`src/rtl/opf_pkg.sv`:
```
// Package: shared types for the outbound read prefetch controller.
// Assumes nothing beyond being compiled ahead of the modules that import it.
package opf_pkg;

    // Controller sequencing states
    typedef enum logic [2:0] {
        ST_IDLE,   // accept a new local request or answer a hit
        ST_RCMD,   // single-beat read command outstanding
        ST_RDAT,   // waiting for the single read beat
        ST_FCMD,   // line-fill read-multiple command outstanding
        ST_FDAT,   // collecting line-fill beats
        ST_WCMD    // single-beat write command outstanding
    } opf_state_e;

endpackage

```
`src/rtl/opf_line_buf.sv`:
```
// Module: opf_line_buf
// Holds one prefetched line (WORDS data words) with its tag and valid bit.
// Reads are combinational by word index; the hit flag compares a lookup tag.
// Assumes fill_start precedes exactly WORDS fill_we pulses, the last one
// marked by fill_done, and that inval never coincides with a fill.
module opf_line_buf #(
    parameter int DATA_W = 32,
    parameter int WORDS  = 16,
    parameter int TAG_W  = 26,
    localparam int IDX_W = $clog2(WORDS)
) (
    input  logic              clk,
    input  logic              rst_n,
    input  logic              fill_start,
    input  logic [TAG_W-1:0]  fill_tag,
    input  logic              fill_we,
    input  logic [IDX_W-1:0]  fill_idx,
    input  logic [DATA_W-1:0] fill_data,
    input  logic              fill_done,
    input  logic              inval,
    input  logic [TAG_W-1:0]  lookup_tag,
    input  logic [IDX_W-1:0]  rd_idx,
    output logic              hit,
    output logic [DATA_W-1:0] rd_data
);

    logic [DATA_W-1:0] words_q [WORDS];
    logic [TAG_W-1:0]  tag_q;
    logic              valid_q;

    // Data storage: each fill beat lands at its own word slot
    always_ff @(posedge clk) begin
        if (fill_we) begin
            words_q[fill_idx] <= fill_data;
        end
    end

    // Tag and valid: cleared on reset, fill start or invalidation
    always_ff @(posedge clk) begin
        if (!rst_n) begin
            valid_q <= 1'b0;
            tag_q   <= '0;
        end else if (fill_start) begin
            valid_q <= 1'b0;
            tag_q   <= fill_tag;
        end else if (inval) begin
            valid_q <= 1'b0;
        end else if (fill_done) begin
            valid_q <= 1'b1;
        end
    end

    // Lookup: hit needs a valid line with a matching tag
    always_comb begin
        hit     = valid_q && (tag_q == lookup_tag);
        rd_data = words_q[rd_idx];
    end

    // Checker-side beat count since the fill began
    logic [IDX_W:0] chk_beats;
    always_ff @(posedge clk) begin
        if (!rst_n || fill_start) begin
            chk_beats <= '0;
        end else if (fill_we) begin
            chk_beats <= chk_beats + (IDX_W+1)'(1);
        end
    end

    // a line turns valid only on its final beat, after all earlier ones
    p_full_line_r9: assert property (@(posedge clk) disable iff (!rst_n)
        fill_done |-> (fill_we && chk_beats == (IDX_W+1)'(WORDS-1)));

    // the buffer never reports a hit in the cycle after reset
    p_empty_after_reset_r10: assert property (@(posedge clk)
        !rst_n |=> !hit);

endmodule

```
`src/rtl/opf_ctrl.sv`:
```
// Module: opf_ctrl
// Sequences local requests: passthrough single reads, line fills on
// prefetchable misses, buffer hits and single-beat writes.
// Assumes local request fields stay stable while loc_valid waits for
// loc_ready, and the external side returns beats only for accepted reads.
module opf_ctrl
    import opf_pkg::*;
#(
    parameter int ADDR_W     = 32,
    parameter int DATA_W     = 32,
    parameter int LINE_BYTES = 64,
    localparam int BYTE_OFF  = $clog2(DATA_W/8),
    localparam int LINE_OFF  = $clog2(LINE_BYTES),
    localparam int WORDS     = LINE_BYTES / (DATA_W/8),
    localparam int IDX_W     = LINE_OFF - BYTE_OFF,
    localparam int TAG_W     = ADDR_W - LINE_OFF
) (
    input  logic              clk,
    input  logic              rst_n,
    input  logic              loc_valid,
    input  logic              loc_we,
    input  logic [ADDR_W-1:0] loc_addr,
    input  logic [DATA_W-1:0] loc_wdata,
    input  logic              loc_pref,
    output logic              loc_ready,
    output logic [DATA_W-1:0] loc_rdata,
    output logic              ext_cmd_valid,
    input  logic              ext_cmd_ready,
    output logic [ADDR_W-1:0] ext_cmd_addr,
    output logic              ext_cmd_write,
    output logic              ext_cmd_burst,
    output logic [DATA_W-1:0] ext_cmd_wdata,
    input  logic              ext_rvalid,
    input  logic [DATA_W-1:0] ext_rdata,
    input  logic              buf_hit,
    input  logic [DATA_W-1:0] buf_rdata,
    output logic              fill_start,
    output logic [TAG_W-1:0]  fill_tag,
    output logic              fill_we,
    output logic [IDX_W-1:0]  fill_idx,
    output logic              fill_done,
    output logic              inval,
    output logic [TAG_W-1:0]  lookup_tag,
    output logic [IDX_W-1:0]  rd_idx
);

    opf_state_e        state_q;
    logic [IDX_W-1:0]  beat_q;
    logic              idle_rd;

    // Address split and idle-cycle decode for the buffer
    always_comb begin
        lookup_tag = loc_addr[ADDR_W-1:LINE_OFF];
        rd_idx     = loc_addr[LINE_OFF-1:BYTE_OFF];
        fill_tag   = lookup_tag;
        idle_rd    = (state_q == ST_IDLE) && loc_valid && !loc_we;
        fill_start = idle_rd && loc_pref && !buf_hit;
        inval      = (state_q == ST_IDLE) && loc_valid && loc_we && buf_hit;
        fill_we    = (state_q == ST_FDAT) && ext_rvalid;
        fill_idx   = beat_q;
        fill_done  = fill_we && (beat_q == IDX_W'(WORDS-1));
    end

    // Local handshake and external command strobe per state
    always_comb begin
        loc_ready = 1'b0;
        loc_rdata = buf_rdata;
        unique case (state_q)
            ST_IDLE: loc_ready = idle_rd && loc_pref && buf_hit;
            ST_RDAT: begin
                loc_ready = ext_rvalid;
                loc_rdata = ext_rdata;
            end
            ST_WCMD: loc_ready = ext_cmd_ready;
            default: loc_ready = 1'b0;
        endcase
        ext_cmd_valid = (state_q == ST_RCMD) || (state_q == ST_FCMD) ||
                        (state_q == ST_WCMD);
    end

    // State, command fields and fill beat counter
    always_ff @(posedge clk) begin
        if (!rst_n) begin
            state_q       <= ST_IDLE;
            beat_q        <= '0;
            ext_cmd_addr  <= '0;
            ext_cmd_write <= 1'b0;
            ext_cmd_burst <= 1'b0;
            ext_cmd_wdata <= '0;
        end else begin
            unique case (state_q)
                ST_IDLE: if (loc_valid) begin
                    ext_cmd_wdata <= loc_wdata;
                    ext_cmd_write <= loc_we;
                    ext_cmd_burst <= 1'b0;
                    ext_cmd_addr  <= loc_addr;
                    if (loc_we) begin
                        state_q <= ST_WCMD;
                    end else if (!loc_pref) begin
                        state_q <= ST_RCMD;
                    end else if (!buf_hit) begin
                        ext_cmd_burst <= 1'b1;
                        ext_cmd_addr  <= {loc_addr[ADDR_W-1:LINE_OFF],
                                          {LINE_OFF{1'b0}}};
                        beat_q        <= '0;
                        state_q       <= ST_FCMD;
                    end
                end
                ST_RCMD: if (ext_cmd_ready) state_q <= ST_RDAT;
                ST_RDAT: if (ext_rvalid)    state_q <= ST_IDLE;
                ST_FCMD: if (ext_cmd_ready) state_q <= ST_FDAT;
                ST_FDAT: if (ext_rvalid) begin
                    beat_q <= beat_q + IDX_W'(1);
                    if (fill_done) state_q <= ST_IDLE;
                end
                ST_WCMD: if (ext_cmd_ready) state_q <= ST_IDLE;
                default: state_q <= ST_IDLE;
            endcase
        end
    end

    // a waiting command keeps its strobe and fields
    p_cmd_hold_r11: assert property (@(posedge clk) disable iff (!rst_n)
        (ext_cmd_valid && !ext_cmd_ready) |=>
            (ext_cmd_valid && $stable(ext_cmd_addr) &&
             $stable(ext_cmd_write) && $stable(ext_cmd_burst)));

    // every read-multiple starts on a line boundary
    p_burst_aligned_r3: assert property (@(posedge clk) disable iff (!rst_n)
        (ext_cmd_valid && ext_cmd_burst) |-> (ext_cmd_addr[LINE_OFF-1:0] == '0));

    // prefetchable reads only ever go out as read-multiples
    p_pref_is_burst_r3: assert property (@(posedge clk) disable iff (!rst_n)
        (ext_cmd_valid && !ext_cmd_write && loc_pref) |-> ext_cmd_burst);

    // a single-beat read only serves a non-prefetchable request
    p_single_nopref_r2: assert property (@(posedge clk) disable iff (!rst_n)
        (ext_cmd_valid && !ext_cmd_write && !ext_cmd_burst) |-> !loc_pref);

    // writes are never bursts
    p_write_single_r7: assert property (@(posedge clk) disable iff (!rst_n)
        (ext_cmd_valid && ext_cmd_write) |-> !ext_cmd_burst);

    // an acknowledge only answers a present request
    p_ack_needs_req_r4: assert property (@(posedge clk) disable iff (!rst_n)
        loc_ready |-> loc_valid);

    // reset leaves both ports quiet
    p_reset_quiet_r10: assert property (@(posedge clk)
        !rst_n |=> (!ext_cmd_valid && !loc_ready));

endmodule

```
`src/rtl/opf_read_prefetch.sv`:
```
// Module: opf_read_prefetch (top)
// Outbound read path with a region-selected split between single-beat
// passthrough reads and a one-line prefetch buffer.
// Assumes a word-aligned loc_addr and the handshake rules of opf_ctrl.
module opf_read_prefetch #(
    parameter int ADDR_W     = 32,
    parameter int DATA_W     = 32,
    parameter int LINE_BYTES = 64
) (
    input  logic              clk,
    input  logic              rst_n,
    input  logic              loc_valid,
    input  logic              loc_we,
    input  logic [ADDR_W-1:0] loc_addr,
    input  logic [DATA_W-1:0] loc_wdata,
    input  logic              loc_pref,
    output logic              loc_ready,
    output logic [DATA_W-1:0] loc_rdata,
    output logic              ext_cmd_valid,
    input  logic              ext_cmd_ready,
    output logic [ADDR_W-1:0] ext_cmd_addr,
    output logic              ext_cmd_write,
    output logic              ext_cmd_burst,
    output logic [DATA_W-1:0] ext_cmd_wdata,
    input  logic              ext_rvalid,
    input  logic [DATA_W-1:0] ext_rdata
);

    localparam int BYTE_OFF = $clog2(DATA_W/8);
    localparam int LINE_OFF = $clog2(LINE_BYTES);
    localparam int WORDS    = LINE_BYTES / (DATA_W/8);
    localparam int IDX_W    = LINE_OFF - BYTE_OFF;
    localparam int TAG_W    = ADDR_W - LINE_OFF;

    logic              buf_hit;
    logic [DATA_W-1:0] buf_rdata;
    logic              fill_start, fill_we, fill_done, inval;
    logic [TAG_W-1:0]  fill_tag, lookup_tag;
    logic [IDX_W-1:0]  fill_idx, rd_idx;

    opf_ctrl #(
        .ADDR_W(ADDR_W), .DATA_W(DATA_W), .LINE_BYTES(LINE_BYTES)
    ) u_ctrl (
        .clk(clk), .rst_n(rst_n),
        .loc_valid(loc_valid), .loc_we(loc_we), .loc_addr(loc_addr),
        .loc_wdata(loc_wdata), .loc_pref(loc_pref),
        .loc_ready(loc_ready), .loc_rdata(loc_rdata),
        .ext_cmd_valid(ext_cmd_valid), .ext_cmd_ready(ext_cmd_ready),
        .ext_cmd_addr(ext_cmd_addr), .ext_cmd_write(ext_cmd_write),
        .ext_cmd_burst(ext_cmd_burst), .ext_cmd_wdata(ext_cmd_wdata),
        .ext_rvalid(ext_rvalid), .ext_rdata(ext_rdata),
        .buf_hit(buf_hit), .buf_rdata(buf_rdata),
        .fill_start(fill_start), .fill_tag(fill_tag), .fill_we(fill_we),
        .fill_idx(fill_idx), .fill_done(fill_done), .inval(inval),
        .lookup_tag(lookup_tag), .rd_idx(rd_idx)
    );

    opf_line_buf #(
        .DATA_W(DATA_W), .WORDS(WORDS), .TAG_W(TAG_W)
    ) u_buf (
        .clk(clk), .rst_n(rst_n),
        .fill_start(fill_start), .fill_tag(fill_tag), .fill_we(fill_we),
        .fill_idx(fill_idx), .fill_data(ext_rdata), .fill_done(fill_done),
        .inval(inval), .lookup_tag(lookup_tag), .rd_idx(rd_idx),
        .hit(buf_hit), .rd_data(buf_rdata)
    );

endmodule

```
`config.mk`:
```
export PLATFORM = sky130hd
export DESIGN_NAME = opf_read_prefetch
export DESIGN_NICKNAME = d
export VERILOG_FILES = /design/src/rtl/opf_pkg.sv /design/src/rtl/opf_line_buf.sv /design/src/rtl/opf_ctrl.sv /design/src/rtl/opf_read_prefetch.sv
export SDC_FILE = /design/constraint.sdc
export NUM_CORES = 1
export LEC_CHECK = 0
export ABC_CLOCK_PERIOD_IN_PS = 5400
export CAP_MARGIN = 20
export CORE_ASPECT_RATIO = 0.8
export CORE_MARGIN = 10
export CORE_UTILIZATION = 58
export CTS_CLUSTER_SIZE = 20
export DETAILED_ROUTE_END_ITERATION = 10
export PLACE_DENSITY = 0.77
export SKIP_LAST_GASP = 1
export SLEW_MARGIN = 10
export SYNTH_ARGS = -nofsm -noshare
export SYNTH_HDL_FRONTEND = slang
export SYNTH_HIERARCHICAL = 1
export SYNTH_SLANG_ARGS = --single-unit
```
`constraint.sdc`:
```
create_clock -name clk -period 5.4 [get_ports clk]
set_clock_uncertainty 0.1 [all_clocks]
set_input_delay 1.08 -clock clk [delete_from_list [all_inputs] [get_ports clk]]
set_output_delay 1.08 -clock clk [all_outputs]
set_load 0.05 [all_outputs]
```
==> results.ini <==
[outcome]
status=finished, final reports clean

[routing]
vias_per_cell=6.116
drt_pass1_iterations=5
first_iter_violations=1335
wirelength_mm=55.91
dr_total_vias=12950
ant_nets=0
wl_per_cell_um=26.40
drc=0

[clock_network]
cts_htree_levels=2
clock_sinks=612
cts_tree=yes
cts_setup_buffers=0
clk_path_buf_depth=3
cts-resized-gates=0
clkSlewWorstSetupHoldPaths_ns=0.06
cts_root_buf=clkbuf_16
cts_buffers=56
insertion_delay_ns=0.59
hold_buffers=0

[synthesis]
synth_area_leader_cell=edfxtp_1
ys_seq_elements=612
seq_area_frac_synth=0.7193
syn-num-nets=1469
synth_edf_count=512
synth_top_flop_cell=edfxtp_1
syn_area_um2=24160
netlist_top_cells_area=edfxtp_1 64%, mux4_2 12%, dfxtp_1 8.3%, nand2_1 2.6%, a21boi_0 2.1%
synth.avg_cell_area_um2=17.70
syn_inst=1365
synth_cell_types=39
synth_async_sr_flop_share=0
post-synth-top-area-fraction=0.6365
yosysWarnings=6

[sta]
slew_headroom=0.3991
setup_tns_ns=0
rsz0062_at_grt=false
setup_viol=0
fmax_ghz=0.1999
hold_viol_final=0
finalCritPeriodShare=0.9262
fin_crit_ns=5.002
worst_pin_slew_ns=0.8992
drv_slew=0

[power_and_ir_drop]
finalPower_mw=10.35
ir_worst_vdd_mv=0.2848
p_per_area_nw_per_um2=365.7
p_leak_nw=9.101

[placed_design]
portBuffers=202
place_congestion=0.8102
hpwl_mm=32.49

[layout]
drive_gt1_frac=0.2169
nNetsFinal=1634
areaGrowthSynthToFinish_pct=17.15
mostFrequentLayoutCells=512 x edfxtp_1, 168 x nand2_1, 166 x clkdlybuf4s50_1
final_common_cell=edfxtp_1

[grt]
grt_use_total=0.2248
grt.overflow.total=0
grt_pass1_wl_mm=84.90
antenna_found_initial=0
grt_start_max_net_pins=68
grt_pass1_vias=13450

[floorplan]
start_util=0.5910
io_pins=203
rows=66
core_area_um2=40880
dieArea_um2=50260
die-height_um=202.5
die_w_um=248.2

[critical_path]
max_stage_delay_ns=0.55
crit_path_max_fanout=4
worstPathCellList=clkdlybuf4s50_1 -> xnor2_1 -> nand4_1 -> or4_1 -> nor4_1 -> buf_4 -> nand3b_1 -> nor4_1 -> a221o_1 -> buf_12
cp.arrival_ns=3.82
slowest_stage=or4_1
critical_path_class=in2out
worst_setup_path_end_kind=output pin
worst-path-buf-inv=3
cpMostUsedCell=nor4_1
cp_top_family=simple AND/OR/NAND/NOR gates
cp-start-kind=input pin
crit_required_ns=4.22

[worst_hold_path]
min_path_type=reg2reg

[flow_run]
maxCapViolations=0

## final timing paths
kind,from,end,slack (ns),depth (start not counted)
setup / recovery,loc_addr[17],loc_ready,0.40,10
setup reg to reg,u_ctrl/state_q[2],u_buf/words_q[2][6],2.29,5
hold / removal,u_ctrl/ext_cmd_addr[14],u_ctrl/ext_cmd_addr[14],0.36,2
hold reg to reg,u_ctrl/ext_cmd_addr[14],u_ctrl/ext_cmd_addr[14],0.36,2
## cell usage after synthesis, types with 2 or more instances
cell / number
nor3_1: 7
buf_2: 16
edfxtp_1: 512
dfxtp_1: 100
buf_4: 65
mux2i_1: 26
nand2_1: 168
buf_1: 14
o21ai_0: 2
xnor2_1: 28
mux4_2: 128
a21boi_0: 68
a22oi_1: 65
nor2b_1: 28
nor4b_1: 2
or3b_2: 3
or4_1: 2
nand3b_1: 6
nand2b_1: 3
nor2_1: 19
mux2_2: 32
nand3_1: 8
inv_1: 2
and2_1: 2
nand4_1: 7
nor4_1: 2
clkbuf_1: 38
## through the flow
stage | hold WS, ns | instance area, um^2 | cells | setup slack [ns] | utilization
after floorplan | 0.3759 | 24160 | 1365 | 0.3398 | -
after global placement | 0.3493 | 26520 | 2016 | 0.4452 | 0.6487
after detailed placement | 0.3567 | 26520 | 2016 | 0.4177 | 0.6487
after CTS | 0.3651 | 28290 | 2116 | 0.4024 | 0.6922
after global routing | 0.3794 | 28290 | 2116 | 0.2105 | 0.6922
final | 0.3604 | 28300 | 2118 | 0.3983 | 0.6923
## kinds of logic (layout without fill, tap and decap cells)
| kind of cell | after synthesis | count (layout) | share of synthesized area |
|---|---|---|---|
| flip-flops | 612 | 612 | 0.7193 |
| AND/OR/NAND/NOR | 263 | 263 | 0.04957 |
| multiplexers | 186 | 186 | 0.1450 |
| AO/OA/AOI/OAI | 139 | 139 | 0.04314 |
| buffers and inverters | 135 | 342 | 0.03191 |
| XOR/XNOR | 29 | 29 | 0.01051 |
| adder cells (fa/ha/maj) | 1 | 1 | 0.0005179 |
| other | 0 | 2 | 0 |
## report_power, final
part           internal [mW]  switching [mW]  total [mW]
logic                  0.452           0.786        1.24
registers               5.20          0.0546        5.25
clock network           2.20            1.66        3.86
## layer usage
layer / vias up / track usage / part of all wire
met1: 6657 / 0.3167 / 0.40
met2: 614 / 0.3475 / 0.48
met4: 0 / 0.05835 / 0.021
met5: - / 0 / 0
li1: 5596 / - / -
met3: 86 / 0.05602 / 0.095
## worst reg2reg max path, cell delays in order (launching register included)
cell and delay (ns):
dfxtp_1 0.60, nor4bb_1 0.33, buf_4 0.19, or3b_2 0.58, nor2_4 0.51, buf_4 0.45
## state kept, by name, summed over array words and instances (netlist names)
register and flops:
u_buf/valid_q 1, u_ctrl/fill_idx 4, u_buf/tag_q 26, u_ctrl/ext_cmd_wdata 32
u_ctrl/ext_cmd_write 1, u_ctrl/ext_cmd_burst 1, u_buf/words_q 512, u_ctrl/state_q 3
u_ctrl/ext_cmd_addr 32
## cell type report
cell class / count / area [um^2]
Clock buffer: 75 / 1555
Fill cell: 2582 / 12580
Sequential cell: 612 / 17380
Multi-Input combinational cell: 618 / 6155
Antenna cell: 2 / 5.005
Inverter: 2 / 7.507
Tap cell: 544 / 680.7
Timing Repair Buffer: 240 / 2296
Clock inverter: 25 / 224.0
No activity file was read; power rests on OpenSTA's default activity.
